==> src/rtl/trap_pkg.sv <==
// Shared definitions for the exception control unit: fault codes and
// control register selects. Assumes four internal fault sources.
package trap_pkg;
    localparam int NUM_FAULTS = 4;

    typedef enum logic [3:0] {
        EXC_IRQ   = 4'd0,
        EXC_LOAD  = 4'd4,
        EXC_STORE = 4'd5,
        EXC_COPU  = 4'd11,
        EXC_OVF   = 4'd12
    } exc_code_e;

    typedef enum logic [1:0] {
        SEL_STATUS = 2'd0,
        SEL_CAUSE  = 2'd1,
        SEL_EPC    = 2'd2,
        SEL_NONE   = 2'd3
    } creg_sel_e;

    // Map a fault request index to its cause code (index order = priority)
    function automatic exc_code_e fault_code(input int idx);
        case (idx)
            0:       return EXC_LOAD;
            1:       return EXC_STORE;
            2:       return EXC_COPU;
            default: return EXC_OVF;
        endcase
    endfunction
endpackage

==> src/rtl/trap_arbiter.sv <==
// Decides whether an exception is taken this cycle and which code it gets.
// Assumes fault_req index order equals ascending code order, so index 0 wins.
module trap_arbiter
    import trap_pkg::*;
#(
    parameter int NUM_PEND = 8
) (
    input  logic [NUM_FAULTS-1:0] fault_req,
    input  logic [NUM_PEND-1:0]   pend,
    input  logic [NUM_PEND-1:0]   mask,
    input  logic                  ie,
    output logic                  take,
    output exc_code_e             code
);
    logic irq_ok;

    // Pick the lowest-indexed fault; otherwise the interrupt code
    always_comb begin
        irq_ok = ie && (|(pend & mask));
        code   = EXC_IRQ;
        for (int i = NUM_FAULTS - 1; i >= 0; i--) begin
            if (fault_req[i]) code = fault_code(i);
        end
        take = (|fault_req) || irq_ok;
    end
endmodule

==> src/rtl/trap_mode_stack.sv <==
// Status register: a stack of IE/KU pairs in the low bits plus an interrupt
// mask in bits 8 and up. Priority: enter > leave > software write.
module trap_mode_stack #(
    parameter int NUM_PEND = 8,
    parameter int LEVELS   = 3
) (
    input  logic                  clk,
    input  logic                  rst_n,
    input  logic                  enter,
    input  logic                  leave,
    input  logic                  wr_en,
    input  logic [2*LEVELS-1:0]   wr_modes,
    input  logic [NUM_PEND-1:0]   wr_mask,
    output logic [31:0]           status
);
    localparam int MW = 2 * LEVELS;

    logic [MW-1:0]       modes_q;
    logic [NUM_PEND-1:0] mask_q;

    // Push on entry, pop on return, else accept a software write
    always_ff @(posedge clk) begin
        if (!rst_n)       modes_q <= '0;
        else if (enter)   modes_q <= {modes_q[MW-3:0], 2'b00};
        else if (leave)   modes_q <= {modes_q[MW-1 -: 2], modes_q[MW-1:2]};
        else if (wr_en)   modes_q <= wr_modes;
    end

    // Mask changes only through a software write with no stack motion
    always_ff @(posedge clk) begin
        if (!rst_n)                          mask_q <= '0;
        else if (wr_en && !enter && !leave)  mask_q <= wr_mask;
    end

    // Assemble the visible status word
    always_comb begin
        status               = '0;
        status[8 +: NUM_PEND] = mask_q;
        status[MW-1:0]       = modes_q;
    end
endmodule

==> src/rtl/trap_cause_epc.sv <==
// Cause word and saved exception PC. Pending external lines are registered
// every cycle; code, BD and saved PC load only when an exception is taken.
module trap_cause_epc
    import trap_pkg::*;
#(
    parameter int XLEN       = 32,
    parameter int NUM_HW     = 6,
    parameter int NUM_SW     = 2,
    parameter int INSN_BYTES = 4
) (
    input  logic              clk,
    input  logic              rst_n,
    input  logic              take,
    input  exc_code_e         code,
    input  logic              in_slot,
    input  logic [XLEN-1:0]   pc,
    input  logic [NUM_HW-1:0] hw_irq,
    input  logic              sw_wr_en,
    input  logic [NUM_SW-1:0] sw_wr_data,
    output logic [31:0]       cause,
    output logic [XLEN-1:0]   epc
);
    logic [3:0]        code_q;
    logic              bd_q;
    logic [NUM_HW-1:0] hw_q;
    logic [NUM_SW-1:0] sw_q;
    logic [XLEN-1:0]   epc_q;

    // Sample external lines into the pending field each cycle
    always_ff @(posedge clk) begin
        if (!rst_n) hw_q <= '0;
        else        hw_q <= hw_irq;
    end

    // Record code, delay-slot flag and resume PC on a take
    always_ff @(posedge clk) begin
        if (!rst_n) begin
            code_q <= '0;
            bd_q   <= 1'b0;
            epc_q  <= '0;
        end else if (take) begin
            code_q <= code;
            bd_q   <= in_slot;
            epc_q  <= in_slot ? pc - XLEN'(INSN_BYTES) : pc;
        end
    end

    // Software interrupt bits, writable when no take collides
    always_ff @(posedge clk) begin
        if (!rst_n)                sw_q <= '0;
        else if (sw_wr_en && !take) sw_q <= sw_wr_data;
    end

    // Assemble the visible cause word
    always_comb begin
        cause                      = '0;
        cause[31]                  = bd_q;
        cause[5:2]                 = code_q;
        cause[8 +: NUM_SW]         = sw_q;
        cause[8 + NUM_SW +: NUM_HW] = hw_q;
    end

    assign epc = epc_q;
endmodule

==> src/rtl/trap_ctrl.sv <==
// Top of the exception control unit: arbitration, status stack, cause/EPC
// storage and the software access port. Assumes NUM_HW_IRQ + NUM_SW_IRQ <= 8.
module trap_ctrl
    import trap_pkg::*;
#(
    parameter int              XLEN       = 32,
    parameter logic [XLEN-1:0] HANDLER_PC = 32'h8000_0080,
    parameter int              NUM_HW_IRQ = 6,
    parameter int              NUM_SW_IRQ = 2,
    parameter int              INSN_BYTES = 4
) (
    input  logic                  clk,
    input  logic                  rst_n,
    input  logic [NUM_FAULTS-1:0] fault_req,
    input  logic [NUM_HW_IRQ-1:0] irq_in,
    input  logic [XLEN-1:0]       pc_in,
    input  logic                  in_delay_slot,
    input  logic                  rfe,
    input  logic                  cp_wr_en,
    input  logic [1:0]            cp_sel,
    input  logic [31:0]           cp_wr_data,
    input  logic [1:0]            cp_rd_sel,
    output logic [XLEN-1:0]       cp_rd_data,
    output logic                  take,
    output logic [XLEN-1:0]       target_pc
);
    localparam int NUM_PEND = NUM_HW_IRQ + NUM_SW_IRQ;
    localparam int LEVELS   = 3;

    logic [31:0]     status_w;
    logic [31:0]     cause_w;
    logic [XLEN-1:0] epc_w;
    exc_code_e       code_w;
    logic            st_wr, cause_wr, leave;
    logic            wr_unused;

    // Gate software writes and returns behind a take
    always_comb begin
        st_wr    = cp_wr_en && (creg_sel_e'(cp_sel) == SEL_STATUS) && !take;
        cause_wr = cp_wr_en && (creg_sel_e'(cp_sel) == SEL_CAUSE);
        leave    = rfe && !take;
    end

    assign wr_unused = ^{cp_wr_data[31:16], cp_wr_data[7:6]};

    trap_arbiter #(.NUM_PEND(NUM_PEND)) u_arb (
        .fault_req (fault_req),
        .pend      (cause_w[8 +: NUM_PEND]),
        .mask      (status_w[8 +: NUM_PEND]),
        .ie        (status_w[0]),
        .take      (take),
        .code      (code_w)
    );

    trap_mode_stack #(.NUM_PEND(NUM_PEND), .LEVELS(LEVELS)) u_stack (
        .clk      (clk),
        .rst_n    (rst_n),
        .enter    (take),
        .leave    (leave),
        .wr_en    (st_wr),
        .wr_modes (cp_wr_data[2*LEVELS-1:0]),
        .wr_mask  (cp_wr_data[8 +: NUM_PEND]),
        .status   (status_w)
    );

    trap_cause_epc #(
        .XLEN(XLEN), .NUM_HW(NUM_HW_IRQ), .NUM_SW(NUM_SW_IRQ), .INSN_BYTES(INSN_BYTES)
    ) u_cause (
        .clk        (clk),
        .rst_n      (rst_n),
        .take       (take),
        .code       (code_w),
        .in_slot    (in_delay_slot),
        .pc         (pc_in),
        .hw_irq     (irq_in),
        .sw_wr_en   (cause_wr),
        .sw_wr_data (cp_wr_data[8 +: NUM_SW_IRQ]),
        .cause      (cause_w),
        .epc        (epc_w)
    );

    // Read mux and redirect address
    always_comb begin
        case (creg_sel_e'(cp_rd_sel))
            SEL_STATUS: cp_rd_data = XLEN'(status_w);
            SEL_CAUSE:  cp_rd_data = XLEN'(cause_w);
            SEL_EPC:    cp_rd_data = epc_w;
            default:    cp_rd_data = '0;
        endcase
        target_pc = take ? HANDLER_PC : '0;
    end
endmodule

==> config.mk <==
export PLATFORM = sky130hd
export DESIGN_NAME = trap_ctrl
export DESIGN_NICKNAME = d
export VERILOG_FILES = /design/src/rtl/trap_pkg.sv /design/src/rtl/trap_arbiter.sv /design/src/rtl/trap_mode_stack.sv /design/src/rtl/trap_cause_epc.sv /design/src/rtl/trap_ctrl.sv
export SDC_FILE = /design/constraint.sdc
export NUM_CORES = 1
export LEC_CHECK = 0
export BUFFER_PORTS_ARGS = -buffer_cell sky130_fd_sc_hd__buf_2
export CORE_ASPECT_RATIO = 1.4
export CORE_MARGIN = 1
export CORE_UTILIZATION = 48
export DETAILED_ROUTE_END_ITERATION = 16
export HOLD_SLACK_MARGIN = 0.12
export PLACE_DENSITY = 0.9
export SYNTH_ARGS = -nofsm -noshare
export SYNTH_HDL_FRONTEND = slang
export SYNTH_SLANG_ARGS = --single-unit
==> constraint.sdc <==
create_clock -name clk -period 3.15 [get_ports clk]
set_clock_uncertainty 0.05 [all_clocks]
set_input_delay 0.7875 -clock clk [delete_from_list [all_inputs] [get_ports clk]]
set_output_delay 0.7875 -clock clk [all_outputs]
set_load 0.05 [all_outputs]
==> flow_summary_export.csv, run 1 <==
group,metric,value,unit
synthesis,synth_edf_count,0,
setup_path,required,2.31,ns
clock_network,clock-sinks,59,
finish,nNetsFinal,586,
placed_design,numPortBuffers,99,
synthesis,synth-seq-area-share,34.8,%
power_and_ir_drop,p_leak,0.00180,uW
floorplanning,die_w,73.0,um
global_routing,overflow,0,
timing,finalSetupViolCount,0,
outcome,outcome,"finished, final reports clean",
setup_path,path_cells,"a22o_1 > o41ai_2 > and2_1 > inv_2 > buf_2",
global_routing,grtUsageTotal,23.2,%
drt,vias,3095,
timing,fmax,0.335,GHz
drt,drt_pass1_iterations,4,
floorplanning,ios,148,
finish,n_antenna_cell,0,
clock_network,path_clk_slew,0.07,ns
global_routing,grt_pass1_vias,2931,
timing,final_max_slew_viol_count,0,
clock_network,cts-root-buf,"clkbuf_8",
setup_path,crit_path_top_delay_cell,"o41ai_2",
synthesis,synth_area_leader_cell,"dfxtp_1",
min_path,hold_path_class,"register to register",
placed_design,dpl_cell_area,0.00387,mm2
floorplanning,die_h,101,um
clock_network,post_cts_buffers,0,
synthesis,yosys_warnings,0,
setup_path,crit_path_start_kind,"register",
synthesis,synth_area_leaders,"dfxtp_1 (35%), mux2i_1 (8.3%), buf_4 (7.1%)",
synthesis,ys.flop_type,"dfxtp_1",
power_and_ir_drop,p_per_area,450,mW/mm2
timing,rsz0062_at_grt,"false",
drt,post_drt_wl_per_cell,13.7,um
synthesis,synth.top_cells.by_count,"dfxtp_1 (59), nand2_1 (38), nor2_1 (35), buf_4 (32), a21oi_1 (29)",
global_routing,antenna_found_initial,0,
drt,drtIter0Drc,146,
finish,stdcell_area,0.00406,mm2
clock_network,cts_buffer_depth,2,
clock_network,ctsResizeCount,0,
clock_network,cts-buffers-inserted,9,
synthesis,synth_area,0.00339,mm2
global_routing,grt_max_degree,55,
timing,fin_crit_sh,94.8,%
setup_path,worst_setup_path_end_kind,"output pin",
power_and_ir_drop,p_total,1830,uW
setup_path,path_buf_inv,2,
floorplanning,initial_core_util,50.6,%
finish,syn2layout_area_growth,19.9,%
synthesis,ys_async_sr_fraction,0,%
setup_path,cpPeakStageDelay,0.60,ns
timing,period_minus_slack,2.99,ns
timing,relSlewSlack,50.8,%
floorplanning,row_count,35,
placed_design,place_hpwl,6170,um
power_and_ir_drop,ir_drop,0.281,mV
clock_network,cts_tree,"done",
timing,setup_tns,0,ns
drt,antenna_left,0,
setup_path,crit_family,"compound AO/OA/AOI/OAI gates",
drt,vias_per_cell,5.17,
setup_path,cp_max_fo,14,
clock_network,cts_max_level,3,
synthesis,ys_ff_latch,59,
finish,drive_gt1_share,29.2,%
flow_run,drv_cap,0,
timing,tightest_slew,0.734,ns
drt,drcViolationCount,0,
synthesis,synth.distinct_cells,50,
clock_network,cts-hold-fix-buffers,0,
setup_path,cp.arrival,2.15,ns
synthesis,synth_cells,406,
synthesis,synth_top_area_share,34.8,%
finish,fillCellCount,575,
placed_design,place_congestion,0.874,
synthesis,yosysMostFrequentCell,"dfxtp_1",
setup_path,worstSetupPathType,"register to output pin",
clock_network,clock_latency,0.33,ns
floorplanning,core,0.00670,mm2
timing,timing_hold_violations_final,0,
floorplanning,dieArea,0.00741,mm2
drt,wl,8200,um
global_routing,grt_pass1_wl,13300,um
synthesis,syn_avg_cell_area,8.35,um2
## final timing paths
check                                                 from                           end  slack (ns)  cells past startpoint
worst max-delay path            u_cause.hw_q[1]$_SDFF_PN0_                  target_pc[7]        0.16                      5
worst min-delay path             u_cause.bd_q$_SDFFE_PN0P_     u_cause.bd_q$_SDFFE_PN0P_        0.40                      2
worst max register to register  u_cause.hw_q[1]$_SDFF_PN0_  u_cause.epc[18]$_SDFFE_PN0P_        0.78                      7
worst min register to register   u_cause.bd_q$_SDFFE_PN0P_     u_cause.bd_q$_SDFFE_PN0P_        0.40                      2
## where the power goes
group	total [uW]	internal [uW]	switching, uW
combinational	351	100	251
clock	676	383	293
sequential	801	782	19.4
total	1830	1260	564
## cell type report
cell class | instances | area (um2) | share of cell area, %
multi-input cells | 318 | 1980 | 48.7
repair buffers | 110 | 578 | 14.2
inverters | 4 | 15.0 | 0.369
flip-flops and latches | 59 | 1180 | 29.1
well taps | 92 | 115 | 2.83
clock inverters | 5 | 52.6 | 1.29
clock buffers | 11 | 141 | 3.48
## per-layer routing
layer / vias to the layer above / global-route usage, % / part of all wire, % / wire length, um
met5: - / 0 / 0 / 0
met1: 1425 / 27.3 / 41 / 3370
met4: 0 / 8.75 / 2.1 / 172
li1: 1540 / - / - / -
met3: 21 / 5.57 / 6.0 / 493
met2: 109 / 40.4 / 51 / 4160
## cells by family after synthesis
logic type	share of synthesized area (%)
mux	8.27
fa+ha+maj	0.369
compound gates	15.2
xor+xnor	6.98
other cells	0.111
buf+inv	11.0
simple gates	23.3
flops	34.8
## metrics by stage
step | hold slack [ns] | utilization (%) | instances | setup slack, ns
global route | 0.434 | 60.7 | 599 | 0.0499
finish | 0.401 | 60.7 | 599 | 0.163
CTS | 0.404 | 60.7 | 599 | 0.137
floorplan | 0.382 | - | 435 | 0.0621
global placement | 0.388 | 57.8 | 583 | 0.337
detailed placement | 0.396 | 57.8 | 583 | 0.326
## worst register-to-register path, stage by stage, from the launching register on
cell     delay (ns)
dfxtp_1        0.33
a22o_1         0.24
o41ai_2        0.60
and2_1         0.28
inv_2          0.13
buf_4          0.31
o21ai_0        0.25
a21oi_1        0.06
## state kept, by name, summed over array words and instances, names as in the netlist
register         count
u_cause.code_q       4
u_cause.hw_q         6
u_cause.sw_q         2
u_cause.epc         32
u_stack.mask_q       8
u_cause.bd_q         1
u_stack.modes_q      6
## cell usage in the layout, fill, tap and decap left out, drive strengths merged, types with 7 or more instances in the layout
| cell type | count |
|---|---|
| nor4 | 10 |
| nand2 | 39 |
| xnor2 | 20 |
| dfxtp | 59 |
| nor3 | 10 |
| clkbuf | 11 |
| and2 | 25 |
| a21oi | 29 |
| buf | 110 |
| nor2 | 35 |
| xor2 | 7 |
| o21ai | 36 |
| a211oi | 11 |
| conb | 30 |
| mux2i | 28 |
Note: power is estimated with default switching activity, not from simulation.
==> run 2, diff against run 1 <==
--- a/config.mk
+++ b/config.mk
@@ -5,10 +5,11 @@
 export SDC_FILE = /design/constraint.sdc
 export NUM_CORES = 1
 export LEC_CHECK = 0
+export ABC_AREA = 1
 export BUFFER_PORTS_ARGS = -buffer_cell sky130_fd_sc_hd__buf_2
 export CORE_ASPECT_RATIO = 1.4
 export CORE_MARGIN = 1
-export CORE_UTILIZATION = 48
+export CORE_UTILIZATION = 49
 export DETAILED_ROUTE_END_ITERATION = 16
 export HOLD_SLACK_MARGIN = 0.12
 export PLACE_DENSITY = 0.9
==> flow_summary_export.csv, run 2 <==
group,metric,value,unit
clock_network,cts-buffers-inserted,9,
setup_path,crit_family,"buffers and inverters",
global_routing,grt_pass1_vias,3766,
timing,relSlewSlack,53.7,%
timing,period_minus_slack,2.80,ns
finish,drive_gt1_share,20.4,%
min_path,hold_path_class,"register to register",
drt,wl_met1,3740,um
flow_run,drv_cap,0,
floorplanning,die_w,75.7,um
clock_network,ctsResizeCount,0,
drt,vias,3941,
power_and_ir_drop,p_leak,0.00212,uW
clock_network,cts_tree,"done",
synthesis,synth_top_area_share,31.7,%
finish,syn2layout_area_growth,16.3,%
timing,tightest_slew,0.689,ns
synthesis,synth.top_cells.by_count,"nand2_1 (94), inv_1 (88), nor2_1 (83), dfxtp_1 (59), o21ai_0 (46)",
finish,layout_common_cells,"buf_2 (99), nand2_1 (94), inv_1 (88), nor2_1 (83), dfxtp_1 (59)",
drt,drcViolationCount,0,
setup_path,cp.arrival,1.96,ns
clock_network,clock_latency,0.34,ns
clock_network,clock-sinks,59,
timing,fmax,0.357,GHz
floorplanning,ios,148,
finish,nNetsFinal,742,
synthesis,syn_avg_cell_area,6.58,um2
clock_network,post_cts_buffers,0,
timing,timing_hold_violations_final,0,
power_and_ir_drop,ir_drop,0.291,mV
global_routing,grt_pass1_wl,15600,um
placed_design,place_congestion,0.921,
drt,top_layer,"met4",
timing,fin_crit_sh,88.8,%
global_routing,grtUsageTotal,25.5,%
floorplanning,dieArea,0.00796,mm2
setup_path,path_buf_inv,3,
setup_path,crit_path_start_kind,"primary input",
synthesis,synth.distinct_cells,40,
timing,finalSetupViolCount,0,
synthesis,synth-seq-area-share,31.7,%
synthesis,yosys_warnings,0,
placed_design,place_hpwl,7190,um
floorplanning,die_h,105,um
setup_path,cp_max_fo,13,
synthesis,synth_area,0.00372,mm2
drt,drtIter0Drc,254,
setup_path,path_cells,"buf_2 > inv_1 > or2_2 > o221ai_1 > buf_2",
synthesis,ys.flop_type,"dfxtp_1",
timing,rsz0062_at_grt,"false",
clock_network,cts_max_level,3,
timing,final_max_slew_viol_count,0,
clock_network,path_clk_slew,0.06,ns
finish,largest_register_ffs,32,
synthesis,synth_area_leader_cell,"dfxtp_1",
clock_network,cts-root-buf,"clkbuf_8",
drt,wl,9480,um
drt,drt_pass1_iterations,5,
power_and_ir_drop,p_per_area,434,mW/mm2
placed_design,pre_cts_slack,0.354,ns
clock_network,cts-hold-fix-buffers,0,
floorplanning,initial_core_util,50.6,%
outcome,outcome,"finished, final reports clean",
floorplanning,row_count,37,
synthesis,yosysMostFrequentCell,"nand2_1",
global_routing,antenna_found_initial,0,
placed_design,numPortBuffers,99,
drt,antenna_left,0,
synthesis,ys_async_sr_fraction,0,%
finish,post-route-util,58.8,%
drt,post_drt_wl_per_cell,12.5,um
finish,fillCellCount,714,
finish,final_common_cell,"buf_2",
global_routing,grt_max_degree,52,
synthesis,ys_ff_latch,59,
synthesis,synth_area_leaders,"dfxtp_1 (32%), nand2_1 (9.5%), inv_1 (8.9%)",
drt,vias_per_cell,5.19,
floorplanning,core,0.00736,mm2
setup_path,worstSetupPathType,"primary input to output pin",
timing,setup_ws,0.351,ns
setup_path,path_common_cell,"buf_2",
finish,n_antenna_cell,0,
synthesis,synth_cells,566,
setup_path,worst_setup_path_end_kind,"output pin",
setup_path,cpPeakStageDelay,0.42,ns
timing,setup_tns,0,ns
setup_path,required,2.31,ns
global_routing,overflow,0,
drt,wl_met2,4800,um
clock_network,cts_buffer_depth,2,
drt,dr_wl_met3,631,um
setup_path,crit_path_top_delay_cell,"or2_2",
synthesis,synth_edf_count,0,
[run 2: path summary, 6_finish.rpt]
kind / start / end / slack (ns) / cells after the start
setup reg to reg: u_stack.mask_q[2]$_SDFFE_PN0P_ / u_cause.epc[18]$_SDFFE_PN0P_ / 1.34 / 9
setup / recovery: cp_rd_sel[0] / cp_rd_data[3] / 0.35 / 5
hold / removal: u_cause.epc[7]$_SDFFE_PN0P_ / u_cause.epc[7]$_SDFFE_PN0P_ / 0.40 / 2
hold reg to reg: u_cause.epc[7]$_SDFFE_PN0P_ / u_cause.epc[7]$_SDFFE_PN0P_ / 0.40 / 2
[run 2: per-layer routing]
layer	vias to the layer above	GRT usage, %
li1	1933	-
met1	1769	28.1
met2	206	44.1
met3	33	5.98
met4	0	12.6
met5	-	0
[run 2: stage by stage]
| stage | hold slack [ns] | std cells | total power [uW] | area (um2) |
|---|---|---|---|---|
| after detailed placement | 0.394 | 744 | 1190 | 4140 |
| after floorplan | 0.381 | 595 | 1120 | 3830 |
| final | 0.404 | 759 | 1880 | 4330 |
| after CTS | 0.405 | 759 | 1880 | 4330 |
| after global placement | 0.393 | 744 | 1190 | 4140 |
| after global routing | 0.443 | 759 | 1970 | 4330 |
[run 2: cells by family (layout without fill, tap and decap cells)]
group                      Yosys count  count (layout)  synth area share, %
buffers and inverters              142             209                 18.5
and+or+nand+nor                    240             240                 29.2
DFF                                 59              59                 31.7
adders and majority gates            1               1                0.336
xor gates and xnor gates            18              18                 4.23
other                                1              30                0.101
AOI/OAI and AO/OA                  105             105                 15.9
[run 2: worst min-delay path: cells and delay by family (launching register included)]
kind | cells | cell delay [ns]
compound gates | 1 | 0.05
buf+inv | 1 | 0.06
flops | 1 | 0.30
[run 2: final cells by class]
cell class                      count  area [um2]  share of cell area (%)
Multi-Input combinational cell    394        1960                    45.3
Inverter                           90         339                    7.83
Tap cell                           97         121                    2.80
Clock buffer                       13         159                    3.67
Timing Repair Buffer              104         533                    12.3
Clock inverter                      2        35.0                   0.809
Sequential cell                    59        1180                    27.3
[run 2: report_power, final]
group	internal, uW	switching, uW	leakage [uW]	total [uW]
logic	97.3	286	0.00154	384
clock network	404	293	0.0000995	696
registers	783	16.1	0.000487	799
total	1280	595	0.00212	1880
